### src/rtl/ioirq_pkg.sv
package ioirq_pkg;
    typedef enum logic [2:0] {S_IDLE, S_DEV, S_BAR, S_IRQ, S_DONE} walk_st_e;
    typedef enum logic [1:0] {BA_SKIP, BA_PLACE, BA_FAIL} bar_act_e;
    localparam logic [15:0] LEGACY_POOL = 16'h0EA0;
endpackage

### src/rtl/bar_eval.sv
module bar_eval
    import ioirq_pkg::*;
#(
    parameter int AW      = 32,
    parameter int WIN_TOP = 32'h10000
) (
    input  logic          is_mem,
    input  logic [AW-1:0] len,
    input  logic [AW-1:0] addr,
    input  logic [AW-1:0] ptr,
    output bar_act_e      act,
    output logic [AW-1:0] ptr_next
);
    localparam logic [AW:0] LIMIT = (AW+1)'(WIN_TOP);
    logic [AW:0] sum;

    always_comb begin
        sum      = {1'b0, ptr} + {1'b0, len};
        act      = BA_SKIP;
        ptr_next = ptr;
        if (len == '0 || addr != '0) begin
            act = BA_SKIP;
        end else if (is_mem) begin
            act = BA_FAIL;
        end else if (sum >= LIMIT) begin
            act = BA_FAIL;
        end else begin
            act      = BA_PLACE;
            ptr_next = sum[AW-1:0];
        end
    end
endmodule

### src/rtl/irq_pick.sv
module irq_pick
    import ioirq_pkg::*;
(
    input  logic       adv,
    input  logic [4:0] dev_num,
    input  logic [3:0] cnt,
    output logic [7:0] irq,
    output logic [3:0] cnt_next
);
    logic [3:0] pick;
    logic       found;

    always_comb begin
        pick  = cnt;
        found = 1'b0;
        for (int k = 1; k <= 16; k++) begin
            logic [3:0] idx;
            idx = cnt + 4'(k);
            if (!found && LEGACY_POOL[idx]) begin
                found = 1'b1;
                pick  = idx;
            end
        end
        if (adv) begin
            irq      = 8'd16 + {6'd0, dev_num[1:0]};
            cnt_next = cnt;
        end else begin
            irq      = {4'd0, pick};
            cnt_next = pick;
        end
    end
endmodule

### src/rtl/io_irq_assigner.sv
module io_irq_assigner
    import ioirq_pkg::*;
#(
    parameter int NDEV    = 6,
    parameter int NBAR    = 2,
    parameter int AW      = 32,
    parameter int IO_BASE = 32'h1000,
    parameter int WIN_TOP = 32'h10000,
    localparam int DW     = (NDEV > 1) ? $clog2(NDEV) : 1,
    localparam int BW     = (NBAR > 1) ? $clog2(NBAR) : 1
) (
    input  logic            clk,
    input  logic            rst_n,
    input  logic            start,
    input  logic            irq_mode_adv,
    output logic [DW-1:0]   tbl_dev,
    output logic [BW-1:0]   tbl_bar,
    input  logic [15:0]     dev_id,
    input  logic [7:0]      dev_irq,
    input  logic            bar_mem,
    input  logic [AW-1:0]   bar_len,
    input  logic [AW-1:0]   bar_addr,
    output logic            cmd_we,
    output logic            bar_we,
    output logic [AW-1:0]   bar_wdata,
    output logic            irq_we,
    output logic [7:0]      irq_wdata,
    output logic            busy,
    output logic            done,
    output logic [15:0]     used_irqs,
    output logic [NDEV-1:0] dev_err
);
    localparam logic [DW-1:0] LAST_DEV = DW'(NDEV - 1);
    localparam logic [BW-1:0] LAST_BAR = BW'(NBAR - 1);

    typedef struct packed {
        walk_st_e        st;
        logic [DW-1:0]   dev;
        logic [BW-1:0]   bar;
        logic [AW-1:0]   ptr;
        logic [3:0]      cnt;
        logic [15:0]     used;
        logic [NDEV-1:0] err;
    } walk_t;

    walk_t w_d, w_q;
    bar_act_e      act;
    logic [AW-1:0] ptr_adv;
    logic [7:0]    irq_sel;
    logic [3:0]    cnt_adv;

    bar_eval #(.AW(AW), .WIN_TOP(WIN_TOP)) u_bar (
        .is_mem(bar_mem), .len(bar_len), .addr(bar_addr),
        .ptr(w_q.ptr), .act(act), .ptr_next(ptr_adv)
    );

    irq_pick u_irq (
        .adv(irq_mode_adv), .dev_num(dev_id[15:11]), .cnt(w_q.cnt),
        .irq(irq_sel), .cnt_next(cnt_adv)
    );

    always_comb begin
        w_d       = w_q;
        cmd_we    = 1'b0;
        bar_we    = 1'b0;
        bar_wdata = w_q.ptr;
        irq_we    = 1'b0;
        irq_wdata = irq_sel;
        case (w_q.st)
            S_IDLE: begin
                if (start) begin
                    w_d.st   = S_DEV;
                    w_d.dev  = '0;
                    w_d.bar  = '0;
                    w_d.ptr  = AW'(IO_BASE);
                    w_d.cnt  = '0;
                    w_d.used = '0;
                    w_d.err  = '0;
                end
            end
            S_DEV: begin
                cmd_we  = 1'b1;
                w_d.bar = '0;
                w_d.st  = S_BAR;
            end
            S_BAR: begin
                if (act == BA_PLACE) begin
                    bar_we  = 1'b1;
                    w_d.ptr = ptr_adv;
                end else if (act == BA_FAIL) begin
                    w_d.err[w_q.dev] = 1'b1;
                end
                if (w_q.bar == LAST_BAR) w_d.st = S_IRQ;
                else                     w_d.bar = w_q.bar + 1'b1;
            end
            S_IRQ: begin
                if (dev_irq == 8'd0) begin
                    irq_we  = 1'b1;
                    w_d.cnt = cnt_adv;
                    if (!irq_mode_adv) w_d.used[irq_sel[3:0]] = 1'b1;
                end
                if (w_q.dev == LAST_DEV) begin
                    w_d.st = S_DONE;
                end else begin
                    w_d.dev = w_q.dev + 1'b1;
                    w_d.st  = S_DEV;
                end
            end
            S_DONE:  w_d.st = S_IDLE;
            default: w_d.st = S_IDLE;
        endcase
    end

    always_ff @(posedge clk or negedge rst_n) begin
        if (!rst_n) begin
            w_q <= '{st: S_IDLE, dev: '0, bar: '0, ptr: AW'(IO_BASE),
                     cnt: '0, used: '0, err: '0};
        end else begin
            w_q <= w_d;
        end
    end

    assign tbl_dev   = w_q.dev;
    assign tbl_bar   = w_q.bar;
    assign busy      = (w_q.st != S_IDLE) && (w_q.st != S_DONE);
    assign done      = (w_q.st == S_DONE);
    assign used_irqs = w_q.used;
    assign dev_err   = w_q.err;

    // one table write per cycle
    p_one_write_r2: assert property (@(posedge clk) disable iff (!rst_n)
        $onehot0({cmd_we, bar_we, irq_we}));
    // done lasts a single cycle
    p_done_pulse_r1: assert property (@(posedge clk) disable iff (!rst_n)
        done |=> !done);
    // only unplaced I/O registers of nonzero length are written
    p_write_target_r3: assert property (@(posedge clk) disable iff (!rst_n)
        bar_we |-> (bar_len != '0) && (bar_addr == '0) && !bar_mem);
    // a placed register ends inside the window
    p_no_overflow_r6: assert property (@(posedge clk) disable iff (!rst_n)
        bar_we |-> (({1'b0, bar_wdata} + {1'b0, bar_len}) < (AW+1)'(WIN_TOP))
                   && (bar_wdata >= AW'(IO_BASE)));
    // the pointer never moves backwards during a walk
    p_ptr_forward_r5: assert property (@(posedge clk) disable iff (!rst_n)
        (busy && w_d.st != S_IDLE) |=> w_q.ptr >= $past(w_q.ptr));
    // only requesting devices are written
    p_irq_request_r7: assert property (@(posedge clk) disable iff (!rst_n)
        irq_we |-> dev_irq == 8'd0);
    // advanced numbers stay in 16..19
    p_adv_range_r8: assert property (@(posedge clk) disable iff (!rst_n)
        (irq_we && irq_mode_adv) |-> (irq_wdata >= 8'd16) && (irq_wdata <= 8'd19));
    // legacy numbers come from the pool
    p_legacy_pool_r9: assert property (@(posedge clk) disable iff (!rst_n)
        (irq_we && !irq_mode_adv) |-> (irq_wdata < 8'd16) && LEGACY_POOL[irq_wdata[3:0]]);
endmodule

### config.mk
export PLATFORM = sky130hd
export DESIGN_NAME = io_irq_assigner
export DESIGN_NICKNAME = d
export VERILOG_FILES = /design/src/rtl/ioirq_pkg.sv /design/src/rtl/bar_eval.sv /design/src/rtl/irq_pick.sv /design/src/rtl/io_irq_assigner.sv
export SDC_FILE = /design/constraint.sdc
export NUM_CORES = 1
export LEC_CHECK = 0
export ABC_AREA = 1
export BUFFER_PORTS_ARGS = -buffer_cell sky130_fd_sc_hd__buf_2
export CORE_AREA = 2 2 109 121
export DETAILED_ROUTE_END_ITERATION = 10
export DIE_AREA = 0 0 111 123
export PLACE_DENSITY = 0.81
export SETUP_SLACK_MARGIN = 0.02
export SLEW_MARGIN = 10
export SYNTH_ARGS = -nofsm -noshare
export SYNTH_HDL_FRONTEND = slang
export SYNTH_SLANG_ARGS = --single-unit
### constraint.sdc
create_clock -name clk -period 4.5 [get_ports clk]
set_input_delay 0.675 -clock clk [delete_from_list [all_inputs] [get_ports clk]]
set_output_delay 0.675 -clock clk [all_outputs]
set_load 0.005 [all_outputs]
Word-level counts from Yosys, hierarchy flattened
Memory sizes are Yosys's and may differ from the RTL's.
Cells that the tools add are included.
{"block": "classes", "add_sub_neg": 19, "mul": 0, "div_mod_pow": 0, "order_cmp": 21, "eq_ne": 19, "n_shift": 0, "muxes": 80, "bitwise_logic": 2, "reduce_logical": 48}
{"operator": "$mux 32", "n": 4}
{"operator": "$lt 4x5->1 const B", "n": 17}
{"operator": "$mux 4", "n": 17}
{"operator": "$mux 65", "n": 1}
{"operator": "$pmux 32 s2", "n": 1}
{"operator": "$pmux 20 s2", "n": 1}
{"operator": "$mux 1", "n": 39}
{"operator": "$add 32x32->33", "n": 1}
{"operator": "$ge 33x17->1 const B", "n": 1}
{"operator": "$add 4x4->4 const B", "n": 8}
{"operator": "$logic_not 32->1", "n": 1}
{"operator": "$reduce_bool 32->1", "n": 1}
{"operator": "$ne 2x2->1 const B", "n": 11}
{"operator": "$mux 20", "n": 1}
{"operator": "$logic_and 1x1->1", "n": 18}
{"operator": "$add 4x3->4 const B", "n": 4}
{"operator": "$mux 16", "n": 1}
{"operator": "$or 16x16->16", "n": 1}
{"operator": "$logic_not 1->1", "n": 15}
{"operator": "$mux 6", "n": 2}
{"operator": "$pmux 3 s4", "n": 1}
{"operator": "$pmux 6 s2", "n": 1}
{"operator": "$mux 3", "n": 3}
{"operator": "$add 4x2->4 const B", "n": 2}
{"operator": "29 further kinds", "n": 37}
{"block": "totals", "register_bits": 65, "latch_bits": 0, "mem_bits_rw": 0, "mem_bits_ro": 256, "input_bits": 93, "out_inout_bits": 71, "word_cells": 212, "mem_count": 16}
{"memory": "(no name shown)", "depth": 16, "word_bits": 1, "read_ports": 1, "rd_clocked_by_memory_dff": 0, "wr": 0, "line": "irq_pick.sv:19", "rtl": "if (!found && LEGACY_POOL[idx]) begin"}
{"memory": "(no name shown)", "depth": 16, "word_bits": 1, "read_ports": 1, "rd_clocked_by_memory_dff": 0, "wr": 0, "line": "irq_pick.sv:19"}
{"memory": "(no name shown)", "depth": 16, "word_bits": 1, "read_ports": 1, "rd_clocked_by_memory_dff": 0, "wr": 0, "line": "irq_pick.sv:19"}
{"memory": "(no name shown)", "depth": 16, "word_bits": 1, "read_ports": 1, "rd_clocked_by_memory_dff": 0, "wr": 0, "line": "irq_pick.sv:19"}
{"memory": "(no name shown)", "depth": 16, "word_bits": 1, "read_ports": 1, "rd_clocked_by_memory_dff": 0, "wr": 0, "line": "irq_pick.sv:19"}
{"memory": "(no name shown)", "depth": 16, "word_bits": 1, "read_ports": 1, "rd_clocked_by_memory_dff": 0, "wr": 0, "line": "irq_pick.sv:19"}
{"memory": "10 more memories"}

Longest topological paths before layout
Gate-level depths: netlist of the first run.
{"block": "logic_depth", "word_depth": 58, "mapped_depth": 28, "ltp_nobuf": 26}

Modules after synthesis
A second synthesis of the first run with hierarchy kept.
{"block": "unflattened", "hier_cells": 1402, "area_unflattened_um2": 8225.4}
{"mod": "io_irq_assigner", "n_inst": 1, "cells_per_inst": 431, "area_per_inst_um2": 3418.3, "seq_area_each_um2": 1627.8}
{"mod": "bar_eval", "n_inst": 1, "cells_per_inst": 708, "area_per_inst_um2": 3408.3, "seq_area_each_um2": 0.0}
{"mod": "irq_pick", "n_inst": 1, "cells_per_inst": 263, "area_per_inst_um2": 1398.8, "seq_area_each_um2": 0.0}

Worst setup path before layout of the first run
OpenSTA, ideal clock, no wires.
{"block": "synth_path", "path_kind": "reg-to-output", "startpoint": "register w_q[22] in the netlist's numbering", "endpoint": "output port irq_wdata[1]", "arrival_time_ns": 3.043, "path_slack_ns": 0.782, "path_stages_with_launch": 24, "path_buffers": 2, "path_cell_list": "dfrtp_1 buf_4 buf_2 inv_2 ha_1 inv_1 ha_1 inv_1 nor2_1 nand3_1 nand2_2 nor2_8 nand2_4 nor2_8 nand4_4 nor2_4 nand2_1 nor3_4 inv_1 nor2_1 inv_1 nand3_1 nand3_2 nand2_1"}
{"block": "synth_via", "elab_chain_len": 50}
{"item": "from (decl)", "line": "io_irq_assigner.sv:46", "rtl": "walk_t w_d, w_q;"}
{"item": "from (signal assigned)", "line": "io_irq_assigner.sv:116", "rtl": "w_q <= '{st: S_IDLE, dev: '0, bar: '0, ptr: AW'(IO_BASE),"}
{"item": "from (signal assigned)", "line": "io_irq_assigner.sv:119", "rtl": "w_q <= w_d;"}
{"item": "$add 4x1->4", "line": "irq_pick.sv:18", "rtl": "idx = cnt + 4'(k);"}
{"item": "$mem_v2 16x1"}
{"item": "$mux 1 (not written as such)", "line": "irq_pick.sv:19"}
{"item": "$mux 1", "line": "irq_pick.sv:19"}
{"item": "$logic_not 1->1", "line": "irq_pick.sv:19"}
{"item": "$logic_and 1x1->1", "line": "irq_pick.sv:19"}
{"item": "$mux 1", "line": "irq_pick.sv:19"}
{"item": "$logic_not 1->1", "line": "irq_pick.sv:19"}
{"item": "(+34 left out)"}
{"item": "$mux 1", "line": "irq_pick.sv:19"}
{"item": "$logic_not 1->1", "line": "irq_pick.sv:19"}
{"item": "$logic_and 1x1->1", "line": "irq_pick.sv:19"}
{"item": "$mux 1", "line": "irq_pick.sv:19"}
{"item": "$logic_not 1->1", "line": "irq_pick.sv:19"}
{"item": "$logic_and 1x1->1", "line": "irq_pick.sv:19"}
{"item": "$mux 4 (*)", "line": "irq_pick.sv:19"}
{"item": "$mux 8 (*)", "line": "irq_pick.sv:24", "rtl": "if (adv) begin"}
{"item": "to (decl)", "line": "io_irq_assigner.sv:27", "rtl": "output logic [7:0] irq_wdata,"}
Mark *: on every way between the ends. The rest lies on a longest branch, timed or not. The select of a mux whose other input is x is not followed.

Worst setup path in the final report of the first run
Ends and elaborated chain as after synthesis.

==> results by group, run 1 <==
Clocking
  – Clock Latency Late Sink: ~0.35 ns
  – Clock Sinks: 65
  – TritonCTS Buffers: 9
  – Root buffer cell: clkbuf_16
  – CTS tree: done
  – Clk slew on worst S/H paths: 0.06 ns
  – H-tree Lvls: 3
  – Clock Path Buffers: 2
  – Hold_buf cts: 0

Hold path
  – Hold WC Path Type: input pin to asynchronous set/reset pin

Power and ir drop
  – Highest ir drop seen on vdd: 0.267 mV
  – P_leak: 4.21 nW
  – Total power: 4.16 mW
  – Sequential Power Share: 20.6%
  – Logic pwr share: 61.9%
  – Switching Fraction: 50.6%
  – Pint: 2.06 mW
  – Clk pwr share: 17.5%
  – Power per cell area: 552 nW/um^2
  – NetSw: approximately 2.1 mW

Logic synthesis
  – Synth top area cells: dfrtp_1 (24%), nand2_1 (14%), ha_1 (8.7%), buf_4 (7.1%), inv_1 (6.2%)
  – Syn_area_per_cell: 6.74 um^2
  – Main synth FF type: dfrtp_1
  – Number of synthesized flops with an enable pin: 0
  – Syn Inst Count: 997
  – Synth top area share: 23.8%
  – Synth area leader: dfrtp_1
  – Most common cell in the netlist: nand2_1
  – Synth Warn #: 0
  – Yosys reg bits: 65
  – Post-synth ARST share: 100%
  – Yosys cell types: 51
  – Mapped cell area: 6720 um^2
  – Register area share after synthesis: 24.2%
  – Top cells by count, synth: nand2_1 (247), inv_1 (111), nor2_1 (82)

Final layout
  – N_diodes: 0
  – Final #Nets: about 1200
  – Multi-input logic area: approximately 4100 um^2
  – Storage element area: around 1600 um^2
  – Area Growth Syn to Fin: 12.2%
  – Fill cell count: about 1200
  – Layout cells sized above 1: between 20% and 30%

Setup path
  – Worst r2r dst: used_irqs[13]
  – CP endpoint kind: output pin
  – R2R depth: 24
  – Worst Path Arrival: 3.53 ns
  – R2r startpoint: w_q[22]
  – Req. time, crit path: 3.83 ns
  – R2r setup slk: 0.99 ns
  – Worst-path maximum fanout: 7
  – Crit start category: register
  – CP Class: register to output pin

Global routing
  – Pin count of the biggest net entering global routing: 35
  – First-pass GRT wire length: ~30000 um
  – Vias in the first global route: 6357
  – Total grt overflow: 0
  – Antenna violations before repair: 2
  – Tot GR Track Use: 27.3%

Route
  – Avg Vias per Cell: 5.38
  – Final WL: 18500 um
  – WL/cell: roughly 15 um
  – Antenna Violating Nets Remaining: 0
  – Vias: 6756
  – DRT iter0 DRCs: 284
  – DRC: 0
  – First-pass iteration count of the detailed router: 8

Floorplan
  – Cell row count: 43
  – Starting Density: 54.1%
  – Die Span X: about 110 um
  – Chip height: 123 um
  – Core Region: 12400 um^2
  – Io pins: between 150 and 200
  – Die area: ~14000 um^2

STA
  – Final setup fails: 0
  – RSZ-0062 raised after global routing: no
  – Fmax: 238 MHz
  – Final Max Slew Viols: 0
  – Slew headroom: 50.9%
  – Final Hold Fails: 0
  – Tmin final: 4.21 ns
  – Slew @ Worst Pin: 0.736 ns
  – Hold_ws: about 0.38 ns
  – Setup TNS: 0 ns
  – Clock Skew: 0.00591 ns
  – Fin crit share: 93.5%

Place
  – I/O Buffers: 146
  – Dpl hpwl: 14800 um
  – GP Congestion: slightly above 1

Flow run
  – Max Cap Viol: 0

Status
  – Outcome: complete, no violations
-- placed cells by master (no fill, tap or decap), types with 3 or more instances in the layout --
master	n
nand4_1	24
buf_2	146
nand3_2	5
nand2_4	4
a21oi_1	53
xnor2_1	9
nand2_1	247
o22ai_1	5
inv_1	110
o21a_1	5
a21boi_0	18
conb_1	3
clkbuf_16	9
nor3_1	14
o21ai_0	48
nor2_4	3
buf_4	17
ha_1	47
o21ai_1	5
nor2_1	81
inv_2	12
nand2_2	6
nor4_1	21
a21o_1	6
dfrtp_1	63
nand3_1	75
xor2_1	20
inv_6	3
a31oi_1	5
-- layer usage --
layer	wire, um	share of wire [%]	track usage (%)	up-vias
li1	-	-	-	3431
met1	7760	42	32.8	3022
met2	8800	48	47.6	253
met3	1340	7.2	5.44	46
met4	551	3.0	12.7	4
met5	28	0.15	0	-
-- cell type report --
class / instances / share of cell area, %
Clock buffer: 9 / 2.99
Sequential cell: 65 / 21.6
Tap cell: 157 / 2.60
Clock inverter: 7 / 0.995
Timing Repair Buffer: 163 / 11.4
Multi-Input combinational cell: 731 / 54.3
Inverter: 124 / 6.17
-- repair_timing --
| item | 4_1_cts | 5_1_grt |
|---|---|---|
| resized for setup | 0 | 3 |
| setup endpoints to repair | 0 | 1 |
| hold endpoints to repair | 0 | 0 |
| buffers inserted | 0 | 1 |
-- worst max-delay path, cell delays in order (launching register included) --
cell	delay [ns]
dfrtp_1	0.52
ha_1	0.20
inv_1	0.05
ha_1	0.32
inv_2	0.10
nor2_1	0.06
inv_1	0.08
nand2_2	0.08
nand2_4	0.10
nand2_4	0.08
nor2_8	0.12
nand2_4	0.07
nor2_8	0.10
nand4_4	0.11
nor2_4	0.18
nand2_1	0.10
nor3_4	0.26
inv_1	0.08
nor2_2	0.12
inv_1	0.05
nand3_1	0.11
nand3_2	0.10
nand2_1	0.08
buf_2	0.11
-- power by group through the flow --
stage,combinational (mW),clock [mW],sequential [mW]
after floorplan,2.00,0,0.827
after global placement,2.50,0,0.862
after detailed placement,2.55,0,0.867
after CTS,2.56,0.738,0.858
after global routing,2.91,0.766,0.879
final,2.58,0.729,0.859
-- registers in the layout, summed over array words and instances, names as in the netlist --
signal,cells
tbl_dev,3
bar_wdata,32
dev_err,6
used_irqs,16
w_q,7
tbl_bar,1
-- kinds of logic (layout without fill, tap and decap cells) --
group	Yosys count	in the layout	synth area share, %
AOI/OAI and AO/OA	159	159	14.1
xor gates and xnor gates	29	29	3.78
adders and majority gates	48	48	9.05
buffers and inverters	203	303	15.0
DFF	65	65	24.2
other	1	3	0.0558
and+or+nand+nor	492	492	33.8
-- per-stage QoR --
step | setup slack (ns) | std cells | instance area [um^2] | util (%)
after floorplan | 0.782 | 999 | 6730 | -
after global placement | 0.460 | 1239 | 7230 | 58.2
after detailed placement | 0.454 | 1239 | 7230 | 58.2
after CTS | 0.229 | 1255 | 7530 | 60.6
after global routing | 0.00850 | 1256 | 7540 | 60.7
final | 0.290 | 1256 | 7540 | 60.7
-- how the worst max path moves through the flow --
stage / startpoint / to / slack [ns] / cells after the start
after detailed placement: bar_len[0] / bar_we / 0.45 / 18
after floorplan: w_q[22] / irq_wdata[1] / 0.78 / 23
after CTS: w_q[24] / irq_wdata[1] / 0.23 / 22
final: w_q[22] / irq_wdata[1] / 0.29 / 23
after global placement: bar_len[0] / bar_we / 0.46 / 18
after global routing: w_q[23] / irq_wdata[1] / 0.009 / 24
(Power assumes the default switching activity.)
==> inputs of run 2 (changes only) <==
--- a/config.mk
+++ b/config.mk
@@ -7,10 +7,12 @@
 export LEC_CHECK = 0
 export ABC_AREA = 1
 export BUFFER_PORTS_ARGS = -buffer_cell sky130_fd_sc_hd__buf_2
-export CORE_AREA = 2 2 109 121
+export CELL_PAD_IN_SITES_DETAIL_PLACEMENT = 1
+export CELL_PAD_IN_SITES_GLOBAL_PLACEMENT = 2
+export CORE_AREA = 2 2 146 162
 export DETAILED_ROUTE_END_ITERATION = 10
-export DIE_AREA = 0 0 111 123
-export PLACE_DENSITY = 0.81
+export DIE_AREA = 0 0 148 164
+export PLACE_DENSITY_LB_ADDON = 0.1
 export SETUP_SLACK_MARGIN = 0.02
 export SLEW_MARGIN = 10
 export SYNTH_ARGS = -nofsm -noshare
==> run 2 against run 1 <==
  * Global-route usage fell by 8.1 points
  * Sequential share of layout area down 0.75 points
  * Register-to-register slack worse by 0.40 ns
  * Non-clock buffer count increased by 7
  * Power grew 3.5%
  * Flip-flop and latch count did not move
  * Largest cell class unchanged
==> results by group, run 2 (synthesized netlist as in run 1, its figures left out) <==
Floorplan
  – Io pins: roughly 160
  – Chip height: 164 um
  – Starting Density: 29.7%
  – Core Region: 22600 um^2
  – Die area: between 20000 and 25000 um^2
  – Die Span X: 148 um
  – Cell row count: 58

STA
  – Tmin final: between 4 and 5 ns
  – Final Hold Fails: 0
  – RSZ-0062 raised after global routing: no
  – Clock Skew: 0.0137 ns
  – Hold_ws: 0.324 ns
  – Slew headroom: between 30 and 40%
  – Final Worst Setup Slack: 0.254 ns
  – Fmax: 236 MHz
  – Fin crit share: between 90% and 100%
  – Slew @ Worst Pin: 1.02 ns
  – Final Max Slew Viols: 0
  – Setup TNS: 0 ns
  – Final setup fails: 0

Hold path
  – Hold WC Path Type: input pin to asynchronous set/reset pin

Route
  – Avg Vias per Cell: 4.82
  – WL/cell: 16.6 um
  – Vias: 6783
  – DRC: 0
  – First-pass iteration count of the detailed router: 4
  – DRT iter0 DRCs: 271
  – Final WL: 23300 um
  – Antenna Violating Nets Remaining: 0

Clocking
  – Root buffer cell: clkbuf_16
  – Clk slew on worst S/H paths: 0.06 ns
  – H-tree Lvls: 3
  – Clock Sinks: 65
  – TritonCTS Buffers: 9
  – Clock Path Buffers: 2
  – Hold_buf cts: 0
  – Clock Latency Late Sink: 0.35 ns
  – CTS tree: done

Setup path
  – Delay-heaviest family, CP: simple AND/OR/NAND/NOR gates
  – CP Class: register to output pin
  – Worst Path Arrival: 3.57 ns
  – Worst-path maximum fanout: 7
  – Crit-path cells: buf_4 > ha_1 > inv_1 > ha_4 > inv_2 > nor2_1 > inv_1 > nand2_2 > nand2_4 > nand2_4 > nor2_8 > nand2_4 > nor2_8 > nand4_4 > nor2_4 > nand2_2 > nor3_4 > inv_1 > nor2_2 > inv_1 > nand3_1 > nand3_2 > nand2_1 > buf_2
  – Slowest cell on the critical path: dfrtp_1
  – CP endpoint kind: output pin
  – Bufs and invs on worst path: 7
  – Crit start category: register
  – Req. time, crit path: 3.83 ns
  – CP most frequent cell: inv_1
  – Crit-path max cell delay: 0.39 ns

Place
  – Dpl hpwl: 19000 um
  – GP Congestion: ~0.84
  – I/O Buffers: 146
  – Dpl cell area: 7390 um^2
  – Pre-CTS setup slack: 0.344 ns

Global routing
  – Vias in the first global route: slightly below 7000
  – Total grt overflow: 0
  – Pin count of the biggest net entering global routing: 42
  – Tot GR Track Use: 19.2%
  – Antenna violations before repair: 0
  – First-pass GRT wire length: 36600 um

Final layout
  – Final #Nets: 1242
  – Fill cell count: roughly 3000
  – Layout cells sized above 1: 21.7%
  – Finished Cell Area: 7820 um^2
  – Area Growth Syn to Fin: 16.3%
  – Max reg flops: 32
  – Most common cell after layout, fill and taps aside: nand2_1
  – N_diodes: 0
  – Most frequent cells in the layout: nand2_1 (244), buf_2 (145), inv_1 (109)

Power and ir drop
  – Total power: 4.31 mW
  – Highest ir drop seen on vdd: 0.260 mV
  – P_leak: 4.25 nW
  – Power per cell area: 551 nW/um^2

Status
  – Outcome: complete, no violations

Flow run
  – Max Cap Viol: 0
[run 2: cell count changes in the layout (fill, tap and decap cells not counted), sizes merged]
cell and delta:
buf +7
[run 2: what timing repair did]
action | 4_1_cts | 5_1_grt
gates resized for setup | 2 | 13
setup endpoints to repair | 2 | 4
setup buffers | 1 | 10
pin swaps | 1 | 7
[run 2: per-layer routing]
metal / share of wire (%) / GRT usage (%)
met1: 45 / 24.3
met2: 51 / 35.1
met3: 2.0 / 1.72
met4: 1.4 / 4.98
met5: 0 / 0
[run 2: report_power, final]
group	leakage, nW	internal (mW)	switching (mW)
logic	3.22	0.902	1.80
clock network	0.151	0.435	0.314
registers	0.886	0.730	0.131
[run 2: worst reg2reg max path: stages (launching register included)]
cell and delay (ns):
dfrtp_1 0.46, nor3_2 0.20, buf_4 0.21, inv_1 0.38, o21ai_1 0.25, nand2_1 0.09
nor2_1 0.66, inv_1 0.32, nand2_1 0.19, nand2_1 0.21, inv_1 0.26, nand4_4 0.16
nor2_4 0.16, nand4_1 0.13, a21oi_1 0.15
[run 2: final cells by class]
class	instances	area [um^2]	share of cell area (%)
Inverter	124	465	5.95
Tap cell	300	375	4.80
Timing Repair Buffer	170	913	11.7
Multi-Input combinational cell	731	4130	52.9
Sequential cell	65	1630	20.8
Clock buffer	9	225	2.88
Clock inverter	7	75.1	0.960
[run 2: through the flow]
step,util (%),std cells
after floorplan,-,999
after global placement,32.6,1379
after detailed placement,32.6,1379
after CTS,34.0,1396
after global routing,34.5,1406
final,34.5,1406
[run 2: worst paths after layout]
| check | from | endpoint | slack [ns] | cells past startpoint |
|---|---|---|---|---|
| max | w_q[22] | irq_wdata[1] | 0.25 | 24 |
| min | rst_n | used_irqs[4] | 0.32 | 1 |
| max reg2reg | w_q[64] | used_irqs[12] | 0.59 | 14 |
| min reg2reg | used_irqs[4] | used_irqs[4] | 0.46 | 2 |
| max in group asynchronous | rst_n | dev_err[0] | 3.36 | 2 |
| min in group clk | used_irqs[4] | used_irqs[4] | 0.46 | 2 |
